**src/rtl/sg_pkg.sv**
```systemverilog
package sg_pkg;
  typedef enum logic [2:0] {
    OP_NONE       = 3'd0,
    OP_PPB_PROG   = 3'd1,
    OP_PPB_ERASE  = 3'd2,
    OP_DYB_PROT   = 3'd3,
    OP_DYB_UNPROT = 3'd4,
    OP_LOCK_CLR   = 3'd5,
    OP_MODE_PROG  = 3'd6,
    OP_RSVD       = 3'd7
  } sg_op_e;

  localparam logic [1:0] MODE_PERSIST_TMP  = 2'b11;
  localparam logic [1:0] MODE_PERSIST_LOCK = 2'b10;
  localparam logic [1:0] MODE_PASSWORD     = 2'b01;
endpackage

```
**src/rtl/sg_ppb_array.sv**
```systemverilog
module sg_ppb_array #(
  parameter int NUM_SECT = 16,
  parameter int BUSY_CYC = 8,
  localparam int SECT_W  = (NUM_SECT > 1) ? $clog2(NUM_SECT) : 1,
  localparam int CNT_W   = $clog2(BUSY_CYC + 1)
) (
  input  logic              clk,
  input  logic              por,
  input  logic              rst,
  input  logic              prog_req,
  input  logic              erase_req,
  input  logic              lock_i,
  input  logic [SECT_W-1:0] sect_i,
  input  logic [SECT_W-1:0] rd_sect_i,
  output logic              rd_bit_o,
  output logic              busy_o,
  output logic              refused_o
);
  logic [NUM_SECT-1:0] ppb_q;
  logic [CNT_W-1:0]    cnt_q;
  logic                go_prog, go_erase;

  assign refused_o = (prog_req | erase_req) & ~lock_i;
  assign go_prog   = prog_req & lock_i;
  assign go_erase  = erase_req & lock_i;
  assign busy_o    = (cnt_q != '0);
  assign rd_bit_o  = ppb_q[rd_sect_i];

  // Non-volatile contents: only the power-on load touches them besides commands.
  always_ff @(posedge clk) begin
    if (por) begin
      ppb_q <= '1;
    end else if (!rst) begin
      if (go_erase)
        ppb_q <= '1;
      else if (go_prog)
        ppb_q[sect_i] <= 1'b0;
    end
  end

  always_ff @(posedge clk) begin
    if (por || rst)
      cnt_q <= '0;
    else if (go_prog || go_erase)
      cnt_q <= CNT_W'(BUSY_CYC);
    else if (cnt_q != '0)
      cnt_q <= cnt_q - 1'b1;
  end


  ppb_locked_chk: assert property (@(posedge clk) disable iff (por)
    (!lock_i) |=> $stable(ppb_q));


  busy_count_chk: assert property (@(posedge clk) disable iff (por || rst)
    (cnt_q != '0) |=> (cnt_q == $past(cnt_q) - 1'b1));
endmodule

```
**src/rtl/sg_dyb_array.sv**
```systemverilog
module sg_dyb_array #(
  parameter int NUM_SECT = 16,
  localparam int SECT_W  = (NUM_SECT > 1) ? $clog2(NUM_SECT) : 1
) (
  input  logic              clk,
  input  logic              por,
  input  logic              rst,
  input  logic              prot_req,
  input  logic              unprot_req,
  input  logic [SECT_W-1:0] sect_i,
  input  logic [SECT_W-1:0] rd_sect_i,
  output logic              rd_bit_o
);
  logic [NUM_SECT-1:0] dyb_q;

  assign rd_bit_o = dyb_q[rd_sect_i];

  always_ff @(posedge clk) begin
    if (por || rst)
      dyb_q <= '1;
    else if (prot_req)
      dyb_q[sect_i] <= 1'b0;
    else if (unprot_req)
      dyb_q[sect_i] <= 1'b1;
  end


  dyb_reset_chk: assert property (@(posedge clk) disable iff (por)
    rst |=> (dyb_q == '1));
endmodule

```
**src/rtl/sg_lock_ctrl.sv**
```systemverilog
module sg_lock_ctrl
  import sg_pkg::*;
(
  input  logic       clk,
  input  logic       por,
  input  logic       rst,
  input  logic       sw_rst,
  input  logic       take_i,
  input  sg_op_e     op_i,
  input  logic [1:0] cmd_mode_i,
  input  logic       pw_unlock_i,
  input  logic       ppb_refused_i,
  output logic       lock_o,
  output logic [1:0] mode_o,
  output logic       st_fail_o,
  output logic       st_lockerr_o
);
  logic       lock_q;
  logic [1:0] mode_q;
  logic       fail_q, lockerr_q;
  logic       mode_req, mode_abort, cmd_bad;

  assign mode_req   = take_i && (op_i == OP_MODE_PROG);
  assign mode_abort = mode_req && ((cmd_mode_i == 2'b00) || (mode_q != MODE_PERSIST_TMP));
  assign cmd_bad    = mode_abort | ppb_refused_i;

  always_ff @(posedge clk) begin
    if (por) begin
      mode_q    <= MODE_PERSIST_TMP;
      lock_q    <= 1'b1;
      fail_q    <= 1'b0;
      lockerr_q <= 1'b0;
    end else if (rst) begin
      lock_q    <= (mode_q != MODE_PASSWORD);
      fail_q    <= 1'b0;
      lockerr_q <= 1'b0;
    end else begin
      if (take_i && (op_i == OP_LOCK_CLR))
        lock_q <= 1'b0;
      else if (pw_unlock_i && (mode_q == MODE_PASSWORD))
        lock_q <= 1'b1;

      if (mode_req && !mode_abort)
        mode_q <= mode_q & cmd_mode_i;

      if (sw_rst) begin
        fail_q    <= 1'b0;
        lockerr_q <= 1'b0;
      end else if (take_i) begin
        fail_q    <= cmd_bad;
        lockerr_q <= cmd_bad;
      end
    end
  end

  assign lock_o       = lock_q;
  assign mode_o       = mode_q;
  assign st_fail_o    = fail_q;
  assign st_lockerr_o = lockerr_q;


  lock_stays_low_chk: assert property (@(posedge clk) disable iff (por || rst)
    (mode_q != MODE_PASSWORD && !lock_q) |=> !lock_q);


  mode_legal_chk: assert property (@(posedge clk) disable iff (por)
    mode_q != 2'b00);


  mode_frozen_chk: assert property (@(posedge clk) disable iff (por)
    (mode_q != MODE_PERSIST_TMP) |=> $stable(mode_q));
endmodule

```
**src/rtl/sector_guard.sv**
```systemverilog
module sector_guard
  import sg_pkg::*;
#(
  parameter int NUM_SECT = 16,
  parameter int BUSY_CYC = 8,
  localparam int SECT_W  = (NUM_SECT > 1) ? $clog2(NUM_SECT) : 1
) (
  input  logic              clk,
  input  logic              rst,
  input  logic              por,
  input  logic              sw_rst,
  input  logic              cmd_valid,
  input  logic [2:0]        cmd_op,
  input  logic [SECT_W-1:0] cmd_sect,
  input  logic [1:0]        cmd_mode,
  input  logic              pw_unlock,
  input  logic [SECT_W-1:0] query_sect,
  output logic              query_ok,
  output logic              lock_bit,
  output logic [1:0]        mode_bits,
  output logic              busy,
  output logic              st_fail,
  output logic              st_lockerr
);
  sg_op_e op;
  logic   take, ppb_rd, dyb_rd, refused, lock_w;
  logic   ok_q;

  assign op   = sg_op_e'(cmd_op);
  assign take = cmd_valid && !busy && !rst && !por;

  sg_ppb_array #(.NUM_SECT(NUM_SECT), .BUSY_CYC(BUSY_CYC)) u_ppb (
    .clk       (clk),
    .por       (por),
    .rst       (rst),
    .prog_req  (take && (op == OP_PPB_PROG)),
    .erase_req (take && (op == OP_PPB_ERASE)),
    .lock_i    (lock_w),
    .sect_i    (cmd_sect),
    .rd_sect_i (query_sect),
    .rd_bit_o  (ppb_rd),
    .busy_o    (busy),
    .refused_o (refused)
  );

  sg_dyb_array #(.NUM_SECT(NUM_SECT)) u_dyb (
    .clk        (clk),
    .por        (por),
    .rst        (rst),
    .prot_req   (take && (op == OP_DYB_PROT)),
    .unprot_req (take && (op == OP_DYB_UNPROT)),
    .sect_i     (cmd_sect),
    .rd_sect_i  (query_sect),
    .rd_bit_o   (dyb_rd)
  );

  sg_lock_ctrl u_lock (
    .clk           (clk),
    .por           (por),
    .rst           (rst),
    .sw_rst        (sw_rst),
    .take_i        (take),
    .op_i          (op),
    .cmd_mode_i    (cmd_mode),
    .pw_unlock_i   (pw_unlock),
    .ppb_refused_i (refused),
    .lock_o        (lock_w),
    .mode_o        (mode_bits),
    .st_fail_o     (st_fail),
    .st_lockerr_o  (st_lockerr)
  );

  always_ff @(posedge clk) begin
    if (por || rst)
      ok_q <= 1'b0;
    else
      ok_q <= ppb_rd & dyb_rd;
  end

  assign query_ok = ok_q;
  assign lock_bit = lock_w;
endmodule

```
**config.mk**
```make
export PLATFORM = sky130hd
export DESIGN_NAME = sector_guard
export DESIGN_NICKNAME = d
export VERILOG_FILES = /design/src/rtl/sg_pkg.sv /design/src/rtl/sg_ppb_array.sv /design/src/rtl/sg_dyb_array.sv /design/src/rtl/sg_lock_ctrl.sv /design/src/rtl/sector_guard.sv
export SDC_FILE = /design/constraint.sdc
export NUM_CORES = 1
export LEC_CHECK = 0
export ABC_AREA = 1
export CORE_ASPECT_RATIO = 0.7
export CORE_MARGIN = 8
export CORE_UTILIZATION = 35
export DETAILED_ROUTE_END_ITERATION = 10
export DONT_BUFFER_PORTS = 1
export GPL_TIMING_DRIVEN = 0
export PLACE_DENSITY_LB_ADDON = 0.12
export RECOVER_POWER = 100
export SYNTH_ARGS = -nofsm -noshare
export SYNTH_HDL_FRONTEND = slang
export SYNTH_SLANG_ARGS = --single-unit
```
**constraint.sdc**
```tcl
create_clock -name clk -period 3.4 [get_ports clk]
set_clock_uncertainty 0.1 [all_clocks]
set_input_delay 0.51 -clock clk [delete_from_list [all_inputs] [get_ports clk]]
set_output_delay 0.51 -clock clk [all_outputs]
set_load 0.02 [all_outputs]
```
Word level (Yosys, flattened, before mapping)
Cells that the tools add are included.
{ "classes": {"n_addsub": 1, "mul": 0, "div": 0, "magnitude_cmp": 3, "eq_ne": 9, "n_shift": 0, "muxes": 15, "bitwise": 13, "n_reduce_logical": 30} }
{ "ops": {"columns": ["cell", "n"], "rows": [
  ["$mux W16", 4],
  ["$and A16 B16 Y16", 2],
  ["$not A16 Y16", 1],
  ["$or A16 B16 Y16", 1],
  ["$logic_and A1 B1 Y1", 13],
  ["$lt A4 B5 Y1 const B", 2],
  ["$eq A3 B3 Y1 const B", 3],
  ["$bmux W1 S4", 2],
  ["$mux W4", 2],
  ["$eq A3 B2 Y1 const B", 2],
  ["$mux W1", 6],
  ["$reduce_bool A2 Y1", 3],
  ["$and A1 B1 Y1", 4],
  ["$demux W1 S4", 1],
  ["$ge A4 B1 Y1 const B", 1],
  ["$logic_not A1 Y1", 4],
  ["$reduce_and A2 Y1", 2],
  ["$reduce_bool A4 Y1", 1],
  ["$sub A4 B1 Y4 const B", 1],
  ["$eq A3 B1 Y1 const B", 1],
  ["$logic_or A1 B1 Y1", 3],
  ["$reduce_bool A3 Y1", 1],
  ["$reduce_or A3 Y1", 1],
  ["$and A2 B2 Y2", 1],
  ["other kinds (7)", 9]
]} }
{ "totals": {"regBits": 41, "latch_bits": 0, "ram_bits": 0, "romBits": 0, "input_bits": 19, "output_inout_bits": 7, "word_cells": 79, "n_memories": 0} }

Longest topological paths before layout
{ "depth": {"depth_word": 10, "depth_mapped": 10, "depth_no_buf": 9} }

By module
From an unflattened synthesis, not the netlist that was laid out.
{ "unflattened": {"cells_unflattened": 367, "hier_area_um2": 2314.7} }
{ "by_module_without_submodules": {"columns": ["module", "n_inst", "cells_each", "area_per_inst_um2", "seq_area_each_um2"], "rows": [
  ["sg_ppb_array", 1, 164, 1049.8, 400.4],
  ["sg_dyb_array", 1, 144, 909.6, 320.3],
  ["sg_lock_ctrl", 1, 40, 254.0, 80.1],
  ["sector_guard", 1, 19, 101.3, 20.0]
]} }

Worst setup path before layout
OpenSTA, ideal clock, no wires.
{ "synth_path": {"path_kind": "register -> register", "from": "register u_ppb.cnt_q[0]", "to": "register u_lock.mode_q[0] (netlist: u_lock.mode_o[0])", "setup_ns": 0.116, "arrival_time_ns": 1.418, "required_ns": 3.184, "path_slack_ns": 1.766, "stages_incl_launch_ff": 10, "n_path_buf": 2, "synth_period_minus_slack_ns": 1.634, "path_cell_list": "dfxtp_1 inv_1 ha_1 nand3_4 nor2_2 buf_6 buf_6 nand4_2 o21ai_1 nand2_1"} }
{ "synth_via": {"elab_chain_cells": 10} }
{ "synth_lines": {"columns": ["element", "line_no", "rtl"], "rows": [
  ["from (decl)", "sg_ppb_array.sv:20", "logic [CNT_W-1:0] cnt_q;"],
  ["from (signal assigned)", "sg_ppb_array.sv:45", "cnt_q <= CNT_W'(BUSY_CYC);"],
  ["from (signal assigned)", "sg_ppb_array.sv:47", "cnt_q <= cnt_q - 1'b1;"],
  ["$reduce_bool A4 Y1 *", "sg_ppb_array.sv:26", "assign busy_o = (cnt_q != '0);"],
  ["net busy", "sector_guard.sv:21", "output logic busy,"],
  ["$logic_not A1 Y1 *", "sector_guard.sv:30", "assign take = cmd_valid && !busy && !rst && !por;"],
  ["$logic_and A1 B1 Y1 * (3 in series)", "sector_guard.sv:30", null],
  ["$logic_and A1 B1 Y1 *", "sg_lock_ctrl.sv:23", "assign mode_req = take_i && (op_i == OP_MODE_PROG);"],
  ["$logic_and A1 B1 Y1", "sg_lock_ctrl.sv:24", "assign mode_abort = mode_req && ((cmd_mode_i == 2'b00) || (mode_q != MODE_PERSIST_TMP));"],
  ["$logic_not A1 Y1", "sg_lock_ctrl.sv:43", "if (mode_req && !mode_abort)"],
  ["$logic_and A1 B1 Y1 *", "sg_lock_ctrl.sv:43", null],
  ["$reduce_and A2 Y1 (no line) *", null, null],
  ["to (signal assigned)", "sg_lock_ctrl.sv:44", "mode_q <= mode_q & cmd_mode_i;"],
  ["to (decl)", "sg_lock_ctrl.sv:19", "logic [1:0] mode_q;"]
]} }
The timed path passes the listed nets; every way through them passes the cells marked *.
A chain may end at the register's enable or synchronous reset.

Worst setup path in the final report
{ "layout_path": {"from": "register u_ppb.cnt_q[0]", "to": "register u_ppb.ppb_q[5]"} }
{ "layout_via": {"elab_chain_cells": 9, "elab_cells_between_ends": 12, "classes_between": "mux (1); bitwise (2); reduce/logical (9)"} }
{ "layout_lines": {"columns": ["element", "line_no", "rtl"], "rows": [
  ["$reduce_bool A4 Y1 *", "sg_ppb_array.sv:26", null],
  ["net busy", "sector_guard.sv:21", null],
  ["$logic_not A1 Y1 *", "sector_guard.sv:30", null],
  ["$logic_and A1 B1 Y1 * (3 in series)", "sector_guard.sv:30", null],
  ["$logic_and A1 B1 Y1 (on tied branches)", "sector_guard.sv:37, sector_guard.sv:36", null],
  ["$and A1 B1 Y1 (on tied branches)", "sg_ppb_array.sv:25, sg_ppb_array.sv:24", null],
  ["$reduce_bool A2 Y1 (no line)", null, null],
  ["$reduce_and A2 Y1 (no line)", null, null],
  ["to (signal assigned)", "sg_ppb_array.sv:32", "ppb_q <= '1;"],
  ["to (signal assigned)", "sg_ppb_array.sv:35", "ppb_q <= '1;"],
  ["to (signal, indexed assignment)", "sg_ppb_array.sv:37", "ppb_q[sect_i] <= 1'b0;"],
  ["to (decl)", "sg_ppb_array.sv:19", "logic [NUM_SECT-1:0] ppb_q;"]
]} }
Marks and branches as above.

==> qor.txt <==
Min Hold Slack -> 0.212 ns
Yosys warnings -> 0
Hold/Removal Path Class -> input port to register
CTS sink cnt -> 41
IO Pins -> 26
Grt ovf -> 0
Vias per Instance -> 4.81
DP HPWL -> 4660 µm
Logic pwr share -> 0.168
Type of origin of the critical path -> register
Post-route DRC violation count -> 0
Post-Syn Instances -> 351
Worst path bufs/invs -> 3
GPL Wtd Cong -> 0.864
Crit path cell chain -> inv_1, ha_1, nand3_1, nor2_1, nand4_1, nand2_1, inv_1, clkbuf_1, nand2_1
CP Data Required Time -> 3.46 ns
Cts repair resizes -> 0
Mapped cell area -> 2230 µm²
Die Y -> 82.9 µm
Synth Net Count -> 372
Final #Nets -> 379
Critical path arrival -> 2.48 ns
Met3 wire len -> 338 µm
Register area -> 821 µm²
Placed insts -> 429
Seq/Total Area, Yosys -> 0.367
Number of inserted diodes -> 0
Top sig layer -> met4
Worst slack, placed -> 1.44 ns
Clock latency on the worst-skew pair -> 0.29 ns
Die ar. -> 9240 µm²
Largest net degree at the start of global routing -> 13
Total GRT Usage -> 0.134
Tmin final -> 2.42 ns
Core Rows -> 24
Finished Layout Cells -> 437
Unrepaired setup endpoints after global routing -> no
Sw frac -> 0.301
First-pass GRT wire length -> 9980 µm
Netlist cell types -> 24
CTS Buffer Depth -> 2
Via count -> 2,103
Max VDD drop -> 0.127 mV
Net Sw Power -> 294 µW
Cts bufs inserted -> 5
Final WS setup -> 0.982 ns
Drt total wl -> 6190 µm
Multi-input logic area -> 1140 µm²
Clock share of power -> 0.321
Register bit count reported by yosys -> 41
Fin. max-slew vios -> 0
CTS Hold Bufs -> 0
Postcts setup bufs -> 0
Tot Pwr -> 974 µW
CTS root buf -> clkbuf_8
Max-capacitance violation count -> 0
Crit. End Element -> register
Pint -> 681 µW
Achievable Freq -> 0.414 GHz
Worst-margin pin slew -> 0.621 ns
Sequential Power Share -> 0.511
Initial antenna violation count -> 0
Slowest stage cell on the critical path -> clkbuf_1
Starting DRT DRC Count -> 127
Core box area -> 6220 µm²
Metal2 WL -> 2400 µm
Max incr delay on CP -> 0.53 ns
Status -> completed
Setup CP Type -> register to register
I/O Buffers -> 0
Layout cells sized above 1 -> 0.0669
TritonCTS clock tree -> done
Reg clk slew, reported paths -> 0.08 ns
Die extent in x -> 112 µm
Cell area power density -> 408 nW/µm²
Share of the clock period used by the worst path -> 0.711
M1 WL -> 3410 µm
Starting density of the core -> 0.360
Cell family with most CP delay -> buffers and inverters
Layout overhead on the synthesized area -> 6.83%
TNS Setup -> 0 ns
WL/cell -> 14.2 µm
Worst Path Max Fanout -> 10
First-pass DRT Iterations -> 4
LEAKAGE -> 0.00130 µW
Number of global-route vias before repair -> 1,945
Fillers -> 698
Setup Viol. Count Final -> 0
H-tree levels -> 2
Hold Fails Final Rpt -> 0
Max-slew headroom -> 0.586
Post-DRT Antenna Nets -> 0
Syn Area/Cell -> 6.37 µm²
-- through the flow --
step                 util  area [µm²]
floorplan               -        2230
global placement    0.375        2330
detailed placement  0.375        2330
CTS                 0.388        2410
global route        0.384        2390
finish              0.384        2390
-- logic make-up after synthesis --
logic type / count (synthesis) / share of synthesized area
simple gates: 225 / 0.427
mux: 1 / 0.00448
fa+ha+maj: 2 / 0.0112
flops: 41 / 0.367
compound gates: 26 / 0.0767
buf+inv: 56 / 0.114
-- final cells by class --
| cell class | count | share of cell area |
|---|---|---|
| clock buffers | 6 | 0.0304 |
| clock inverters | 2 | 0.00419 |
| well taps | 78 | 0.0409 |
| plain buffers | 15 | 0.0367 |
| inverters | 41 | 0.0645 |
| multi-input cells | 254 | 0.480 |
| flip-flops and latches | 41 | 0.344 |
-- worst paths after layout --
| kind | from | endpoint | slack (ns) | cells after the start |
|---|---|---|---|---|
| setup / recovery | u_ppb.cnt_q[0] | u_ppb.ppb_q[5] | 0.98 | 9 |
| hold / removal | por | u_lock.lock_o | 0.21 | 2 |
| setup reg to reg | u_ppb.cnt_q[0] | u_ppb.ppb_q[5] | 0.98 | 9 |
| hold reg to reg | u_ppb.ppb_q[9] | u_ppb.ppb_q[9] | 0.34 | 2 |
-- cell usage in the layout (no fill, tap or decap), types with 3 or more instances in the layout --
cell      Yosys  layout
buf_2         8       7
dfxtp_1      41      41
o21ai_0       2       3
nor2_1       29      30
inv_2         4       3
nand4_1      18      18
nand2_1     157     157
clkbuf_8      0       5
nand3_1      14      15
o211ai_1     16      16
a21oi_1       5       5
inv_1        37      38
clkbuf_1      0       5
-- power by group through the flow --
stage               combinational (µW)  sequential [µW]  clock, µW
finish                             164              498        312
global route                       185              500        342
CTS                                178              498        324
detailed placement                 177              509          0
global placement                   175              509          0
floorplan                          141              507          0
-- Yosys cell counts, drive strengths merged --
cell | n | area (µm²)
a21oi | 5 | 25.0
a31oi | 1 | 6.26
buf | 15 | 100
dfxtp | 41 | 821
ha | 2 | 25.0
inv | 41 | 154
mux2i | 1 | 10.0
nand2 | 157 | 589
nand3 | 15 | 87.6
nand4 | 19 | 125
nor2 | 30 | 115
nor3 | 4 | 36.3
o211ai | 16 | 120
o21ai | 4 | 20.0
-- metal layers --
layer  GRT usage  vias up
met5           0        -
met4      0.0297        0
met3      0.0405        2
met2       0.179       41
met1       0.201      942
li1            -     1118
(Power assumes the default switching activity.)
